### src/rtl/ddr_trk_pkg.sv
package ddr_trk_pkg;
  typedef enum logic [2:0] {
    CMD_NOP  = 3'd0,
    CMD_ACT  = 3'd1,
    CMD_RD   = 3'd2,
    CMD_WR   = 3'd3,
    CMD_PRE  = 3'd4,
    CMD_REF  = 3'd5,
    CMD_MRS  = 3'd6,
    CMD_EMRS = 3'd7
  } cmd_e;

  typedef enum logic [1:0] {
    PWR_ACT  = 2'd0,
    PWR_PPD  = 2'd1,
    PWR_APD  = 2'd2,
    PWR_SREF = 2'd3
  } pwr_e;
endpackage

### src/rtl/ddr_cmd_decode.sv
module ddr_cmd_decode
  import ddr_trk_pkg::*;
#(
  parameter int BANK_W = 2
) (
  input  logic              cs_ni,
  input  logic              ras_ni,
  input  logic              cas_ni,
  input  logic              we_ni,
  input  logic [BANK_W-1:0] ba_i,
  output cmd_e              cmd_o
);
  always_comb begin
    cmd_o = CMD_NOP;
    if (!cs_ni) begin
      unique case ({ras_ni, cas_ni, we_ni})
        3'b011:  cmd_o = CMD_ACT;
        3'b101:  cmd_o = CMD_RD;
        3'b100:  cmd_o = CMD_WR;
        3'b010:  cmd_o = CMD_PRE;
        3'b001:  cmd_o = CMD_REF;
        3'b000:  cmd_o = ba_i[0] ? CMD_EMRS : CMD_MRS;
        default: cmd_o = CMD_NOP;
      endcase
    end
  end
endmodule

### src/rtl/ddr_bank_table.sv
module ddr_bank_table #(
  parameter int NUM_BANKS = 4,
  parameter int ROW_W     = 12,
  localparam int BANK_W   = $clog2(NUM_BANKS)
) (
  input  logic                       clk_i,
  input  logic                       rst_ni,
  input  logic                       act_i,
  input  logic                       pre_i,
  input  logic                       pre_all_i,
  input  logic [BANK_W-1:0]          bank_i,
  input  logic [ROW_W-1:0]           row_i,
  output logic [NUM_BANKS-1:0]       open_o,
  output logic [NUM_BANKS*ROW_W-1:0] row_o
);
  for (genvar g = 0; g < NUM_BANKS; g++) begin : g_bank
    logic             open_q;
    logic [ROW_W-1:0] row_q;
    logic             hit;

    assign hit = (bank_i == BANK_W'(g));

    always_ff @(posedge clk_i or negedge rst_ni) begin
      if (!rst_ni) begin
        open_q <= 1'b0;
        row_q  <= '0;
      end else if (act_i && hit) begin
        open_q <= 1'b1;
        row_q  <= row_i;
      end else if (pre_i && (pre_all_i || hit)) begin
        open_q <= 1'b0;
      end
    end

    assign open_o[g]                 = open_q;
    assign row_o[g*ROW_W +: ROW_W]   = row_q;
  end
endmodule

### src/rtl/ddr_pwr_fsm.sv
module ddr_pwr_fsm
  import ddr_trk_pkg::*;
#(
  parameter int ACC_CYC = 4,
  localparam int CNT_W  = $clog2(ACC_CYC + 1)
) (
  input  logic clk_i,
  input  logic rst_ni,
  input  logic cke_i,
  input  logic ref_i,
  input  logic rdwr_i,
  input  logic start_acc_i,
  input  logic any_open_i,
  output pwr_e state_o,
  output logic exec_o,
  output logic sref_entry_o,
  output logic cke_err_o
);
  pwr_e             state_q, state_d;
  logic [CNT_W-1:0] cnt_q, cnt_d;
  logic             busy, in_act;

  assign in_act = (state_q == PWR_ACT);
  assign busy   = (cnt_q != '0);

  assign exec_o       = in_act && cke_i;
  assign cke_err_o    = in_act && !cke_i && (busy || rdwr_i);
  assign sref_entry_o = in_act && !cke_i && !cke_err_o && ref_i && !any_open_i;

  always_comb begin
    state_d = state_q;
    unique case (state_q)
      PWR_ACT: begin
        if (!cke_i && !cke_err_o) begin
          if (any_open_i) state_d = PWR_APD;
          else if (ref_i) state_d = PWR_SREF;
          else            state_d = PWR_PPD;
        end
      end
      default: if (cke_i) state_d = PWR_ACT;
    endcase
  end

  always_comb begin
    if (start_acc_i) cnt_d = CNT_W'(ACC_CYC);
    else if (busy)   cnt_d = cnt_q - 1'b1;
    else             cnt_d = '0;
  end

  always_ff @(posedge clk_i or negedge rst_ni) begin
    if (!rst_ni) begin
      state_q <= PWR_ACT;
      cnt_q   <= '0;
    end else begin
      state_q <= state_d;
      cnt_q   <= cnt_d;
    end
  end

  // self-refresh exit bypasses the clock
  assign state_o = (state_q == PWR_SREF && cke_i) ? PWR_ACT : state_q;
endmodule

### src/rtl/ddr_ctl_tracker.sv
module ddr_ctl_tracker
  import ddr_trk_pkg::*;
#(
  parameter int NUM_BANKS = 4,
  parameter int ADDR_W    = 12,
  parameter int AP_BIT    = 10,
  parameter int ACC_CYC   = 4,
  localparam int BANK_W   = $clog2(NUM_BANKS)
) (
  input  logic                        clk_i,
  input  logic                        rst_ni,
  input  logic                        cke_i,
  input  logic                        cs_ni,
  input  logic                        ras_ni,
  input  logic                        cas_ni,
  input  logic                        we_ni,
  input  logic [BANK_W-1:0]           ba_i,
  input  logic [ADDR_W-1:0]           addr_i,
  output logic [2:0]                  cmd_o,
  output logic [NUM_BANKS-1:0]        bank_open_o,
  output logic [NUM_BANKS*ADDR_W-1:0] bank_row_o,
  output logic [ADDR_W-1:0]           mode_reg_o,
  output logic [ADDR_W-1:0]           ext_mode_reg_o,
  output logic [1:0]                  pwr_state_o,
  output logic                        err_o
);
  cmd_e  cmd;
  pwr_e  pwr_state;
  logic  exec, sref_entry, cke_err;
  logic  sel_open, is_rdwr, act_ok, rdwr_ok, seq_err, pre_en;
  logic  [NUM_BANKS-1:0] open_vec;
  cmd_e  cmd_q;
  logic  err_q;
  logic  [ADDR_W-1:0] mr_q, emr_q;

  ddr_cmd_decode #(.BANK_W(BANK_W)) u_dec (
    .cs_ni  (cs_ni),
    .ras_ni (ras_ni),
    .cas_ni (cas_ni),
    .we_ni  (we_ni),
    .ba_i   (ba_i),
    .cmd_o  (cmd)
  );

  assign sel_open = open_vec[ba_i];
  assign is_rdwr  = (cmd == CMD_RD) || (cmd == CMD_WR);
  assign act_ok   = exec && (cmd == CMD_ACT) && !sel_open;
  assign rdwr_ok  = exec && is_rdwr && sel_open;
  assign pre_en   = exec && (cmd == CMD_PRE);
  assign seq_err  = exec && (((cmd == CMD_ACT) && sel_open) || (is_rdwr && !sel_open));

  ddr_bank_table #(.NUM_BANKS(NUM_BANKS), .ROW_W(ADDR_W)) u_banks (
    .clk_i     (clk_i),
    .rst_ni    (rst_ni),
    .act_i     (act_ok),
    .pre_i     (pre_en),
    .pre_all_i (addr_i[AP_BIT]),
    .bank_i    (ba_i),
    .row_i     (addr_i),
    .open_o    (open_vec),
    .row_o     (bank_row_o)
  );

  ddr_pwr_fsm #(.ACC_CYC(ACC_CYC)) u_pwr (
    .clk_i        (clk_i),
    .rst_ni       (rst_ni),
    .cke_i        (cke_i),
    .ref_i        (cmd == CMD_REF),
    .rdwr_i       (is_rdwr),
    .start_acc_i  (rdwr_ok),
    .any_open_i   (|open_vec),
    .state_o      (pwr_state),
    .exec_o       (exec),
    .sref_entry_o (sref_entry),
    .cke_err_o    (cke_err)
  );

  always_ff @(posedge clk_i or negedge rst_ni) begin
    if (!rst_ni) begin
      cmd_q <= CMD_NOP;
      err_q <= 1'b0;
      mr_q  <= '0;
      emr_q <= '0;
    end else begin
      cmd_q <= exec ? cmd : (sref_entry ? CMD_REF : CMD_NOP);
      err_q <= seq_err || cke_err;
      if (exec && cmd == CMD_MRS)  mr_q  <= addr_i;
      if (exec && cmd == CMD_EMRS) emr_q <= addr_i;
    end
  end

  assign cmd_o          = cmd_q;
  assign err_o          = err_q;
  assign mode_reg_o     = mr_q;
  assign ext_mode_reg_o = emr_q;
  assign bank_open_o    = open_vec;
  assign pwr_state_o    = pwr_state;
endmodule

### config.mk
export PLATFORM = sky130hd
export DESIGN_NAME = ddr_ctl_tracker
export DESIGN_NICKNAME = d
export VERILOG_FILES = /design/src/rtl/ddr_trk_pkg.sv /design/src/rtl/ddr_cmd_decode.sv /design/src/rtl/ddr_bank_table.sv /design/src/rtl/ddr_pwr_fsm.sv /design/src/rtl/ddr_ctl_tracker.sv
export SDC_FILE = /design/constraint.sdc
export NUM_CORES = 1
export LEC_CHECK = 0
export BUFFER_PORTS_ARGS = -buffer_cell sky130_fd_sc_hd__buf_2
export CAP_MARGIN = 5
export CORE_UTILIZATION = 45
export DETAILED_ROUTE_END_ITERATION = 7
export PLACE_DENSITY = 0.71
export RECOVER_POWER = 100
export SLEW_MARGIN = 20
export SYNTH_ARGS = -nofsm -noshare
export SYNTH_HDL_FRONTEND = slang
export SYNTH_HIERARCHICAL = 1
export SYNTH_SLANG_ARGS = --single-unit
export TNS_END_PERCENT = 1
### constraint.sdc
create_clock -name clk_i -period 7.18 [get_ports clk_i]
set_clock_uncertainty 0.2 [all_clocks]
set_input_delay 1.795 -clock clk_i [delete_from_list [all_inputs] [get_ports clk_i]]
set_output_delay 1.795 -clock clk_i [all_outputs]
set_load 0.03 [all_outputs]
==> impl_metrics.env <==
export IMPL_synthSimpleGateAreaFrac_pct=8.63
export IMPL_numCtsBuffers=9
export IMPL_cts_resized=0
export IMPL_ys_ff_latch=85
export IMPL_num_io_pins=103
export IMPL_p_total_w=0.00160
export IMPL_ir_drop_uv=189
export IMPL_n_fill_cell=729
export IMPL_synthArstFlopShare_pct=100
export IMPL_report_final_slew_viol_count=14
export IMPL_slowest_stage="nor3b_1"
export IMPL_critPathMaxFanout=13
export IMPL_htree_num_levels=3
export IMPL_syn_num_nets=249
export IMPL_postLayoutCellArea_um2=4090
export IMPL_drv_cap=1
export IMPL_clockRootBuffer="clkbuf_8"
export IMPL_cts_setup_buffers=0
export IMPL_p_per_area_nw_per_um2=391
export IMPL_power_frac_seq_pct=43.7
export IMPL_syn_to_final_growth_pct=15.1
export IMPL_syn_avg_cell_area_um2=15.6
export IMPL_cts_tree="done"
export IMPL_slew_headroom_pct=-29.3
export IMPL_max_freq_ghz=0.191
export IMPL_ys_seq_area_share_pct=59.9
export IMPL_grtUsageMet1_pct=24.7
export IMPL_dr_pass1_iters=4
export IMPL_grt_antenna_before_repair=0
export IMPL_slowest_delay_ps=1560
export IMPL_wl_per_cell_um=17.0
export IMPL_path_clk_slew_ps=90
export IMPL_grtUsageMet2_pct=28.8
export IMPL_synth_top_family_by_area="multiplexers"
export IMPL_drive_gt1_share_pct=28.4
export IMPL_swShare_pct=42.4
export IMPL_p_int_w=0.000920
export IMPL_pwr_share_comb_pct=36.9
export IMPL_violations="max-capacitance violations, max-slew violations"
export IMPL_dr_first_iter_drc_count=68
export IMPL_die_area_um2=8260
export IMPL_synth_edf_count=0
export IMPL_status="finished, violations left"
export IMPL_syn_inst=228
export IMPL_worstMarginPinSlew_ps=1940
export IMPL_rsz0062_at_grt="no"
export IMPL_hold_class="register to register"
export IMPL_switchingPower_w=0.000677
export IMPL_synth_cell_types=41
export IMPL_grt_pass1_wl_mm=11.4
export IMPL_dp_hpwl_mm=5.00
export IMPL_synth_ff_type="dfrtp_1"
export IMPL_drc_errors=0
export IMPL_crit_top_cell="nor3b_1"
export IMPL_path_cells="clkbuf_1 > nor3b_1 > or2b_1 > nor3b_1 > nor3b_1 > mux2_2"
export IMPL_dpl_cell_area_um2=4120
export IMPL_total_leakage_power_nw=1.97
export IMPL_r2r_slack_ps=3200
export IMPL_finalCriticalPeriod_ps=5240
export IMPL_vias=2228
export IMPL_end_kind="register"
export IMPL_placementRows=32
export IMPL_critPathKind="input pin to register"
export IMPL_core_um2=7690
export IMPL_grt_max_degree=86
export IMPL_required_ps=7210
export IMPL_synth_compound_area_share_pct=3.45
export IMPL_io_buffers=102
export IMPL_holdBufCountCts=0
export IMPL_via_per_inst=5.10
export IMPL_fin_nets=351
export IMPL_grtUsageMet3_pct=4.63
export IMPL_clock_latency_ps=350
export IMPL_hold_worst_slack_ps=301
export IMPL_hold_viol=0
export IMPL_synth_warning_count=6
export IMPL_synthMuxAreaShare_pct=25.8
export IMPL_synthXorXnorAreaFrac_pct=0
export IMPL_p_clk_share_pct=19.4
export IMPL_gp_congestion=0.859
export IMPL_setup_slack_ps=1940
export IMPL_synth_area_um2=3550
export IMPL_setup_violations=0
export IMPL_grt_overflow_total=0
export IMPL_diodes=0
export IMPL_layout_worst_path_cycle_share_pct=73.0
export IMPL_grt_usage_pct=18.5
export IMPL_post_place_ws_ps=2330
export IMPL_cts_max_path_buffers=2
export IMPL_start_util_pct=46.2
export IMPL_arrival_ps=5280
export IMPL_synth_adder_area_share_pct=0
export IMPL_die_h_um=90.9
export IMPL_finalSetupTns_ps=0
export IMPL_start_kind="input pin"
export IMPL_hold_depth=1
export IMPL_grt_pass1_vias=2149
export IMPL_die_x_um=90.9
export IMPL_antenna_left=0
export IMPL_clkSinkCount=85
export IMPL_busiest_layer="met2"
export IMPL_reg2reg_depth=5
export IMPL_postRouteWirelength_mm=7.43
## registers in the layout (all words and copies together), names as in the netlist
name,count
cmd_o,3
u_banks/g_bank.open_q,4
err_o,1
u_banks/g_bank.row_q,48
u_pwr/cnt_q,3
mode_reg_o,12
u_pwr/state_q,2
ext_mode_reg_o,12
## stage by stage
step,util (%),cells
floorplan,-,228
global placement,53.5,421
detailed placement,53.5,421
CTS,55.9,437
global route,53.2,437
finish,53.2,437
## placed cells by master, fill, tap and decap left out, types with 2 or more instances in the layout
| cell | count |
|---|---|
| nand2b_1 | 5 |
| a21boi_0 | 2 |
| a21bo_2 | 2 |
| dfrtp_1 | 85 |
| nor3b_1 | 3 |
| nor3_1 | 3 |
| buf_2 | 17 |
| a31o_2 | 2 |
| nor2_1 | 3 |
| or3b_2 | 2 |
| nand2_1 | 6 |
| clkbuf_1 | 84 |
| clkinv_4 | 3 |
| or4_1 | 2 |
| mux2_2 | 50 |
| clkbuf_8 | 9 |
| nand3b_1 | 3 |
| and2_0 | 2 |
| a21oi_1 | 2 |
| mux2_1 | 21 |
| and3b_1 | 3 |
| nand3_1 | 3 |
| o21ai_0 | 3 |
## power by group through the flow
stage	Sequential [W]	Combinational, W	Clock, W
after detailed placement	0.000703	0.000654	0
after CTS	0.000695	0.000654	0.000318
after global routing	0.000716	0.000622	0.000343
after global placement	0.000698	0.000642	0
after floorplan	0.000937	0.000229	0
final	0.000698	0.000590	0.000310
## final cells by class
type / count / area (um2) / share of cell area (%)
timing repair buffer: 102 / 412 / 10.1
tap: 102 / 128 / 3.12
multi-input combinational: 132 / 1240 / 30.3
clock buffer: 9 / 124 / 3.03
sequential: 85 / 2130 / 52.0
clock inverter: 7 / 58.8 / 1.44
## cell usage after synthesis (all sizes together) (2+ instances only)
| library cell | instances | area (um2) |
|---|---|---|
| nor3b | 4 | 40.0 |
| o21ai | 4 | 20.0 |
| a21boi | 2 | 15.0 |
| nand3b | 3 | 35.0 |
| mux2 | 72 | 886 |
| a21oi | 2 | 10.0 |
| nor3 | 3 | 15.0 |
| buf | 10 | 75.1 |
| a31o | 2 | 17.5 |
| nand3 | 3 | 27.5 |
| nand2 | 6 | 22.5 |
| or4 | 2 | 18.8 |
| and2 | 2 | 15.0 |
| nor2 | 3 | 11.3 |
| and3b | 3 | 26.3 |
| a21bo | 2 | 20.0 |
| or3b | 2 | 17.5 |
| dfrtp | 85 | 2130 |
| o41ai | 2 | 25.0 |
| nand2b | 5 | 31.3 |
## critical path, delay by kind of cell
kind / cells / cell delay [ps]
buffers and inverters: 1 / 250
multiplexers: 1 / 450
AND/OR/NAND/NOR: 4 / 2770
## worst paths after layout
path,startpoint,endpoint
min in group asynchronous,rst_ni,u_banks/g_bank[1].row_q[5]
hold / removal,ext_mode_reg_o[3],ext_mode_reg_o[3]
hold reg to reg,ext_mode_reg_o[3],ext_mode_reg_o[3]
setup reg to reg,u_pwr/state_q[1],u_banks/g_bank[0].row_q[1]
max in group asynchronous,rst_ni,mode_reg_o[11]
setup / recovery,cke_i,u_banks/g_bank[0].row_q[1]
## metal layers
| metal | up-vias | wire length, um |
|---|---|---|
| met5 | - | 0 |
| met4 | 0 | 97 |
| met3 | 11 | 406 |
| met2 | 70 | 3620 |
| met1 | 1119 | 3310 |
| li1 | 1028 | - |
## cell families (layout without fill, tap and decap cells)
family,count (synthesis),after routing
simple gates,42,42
buf+inv,11,118
compound gates,16,16
mux,74,74
flops,85,85
Power figures use the tool's default switching activity.
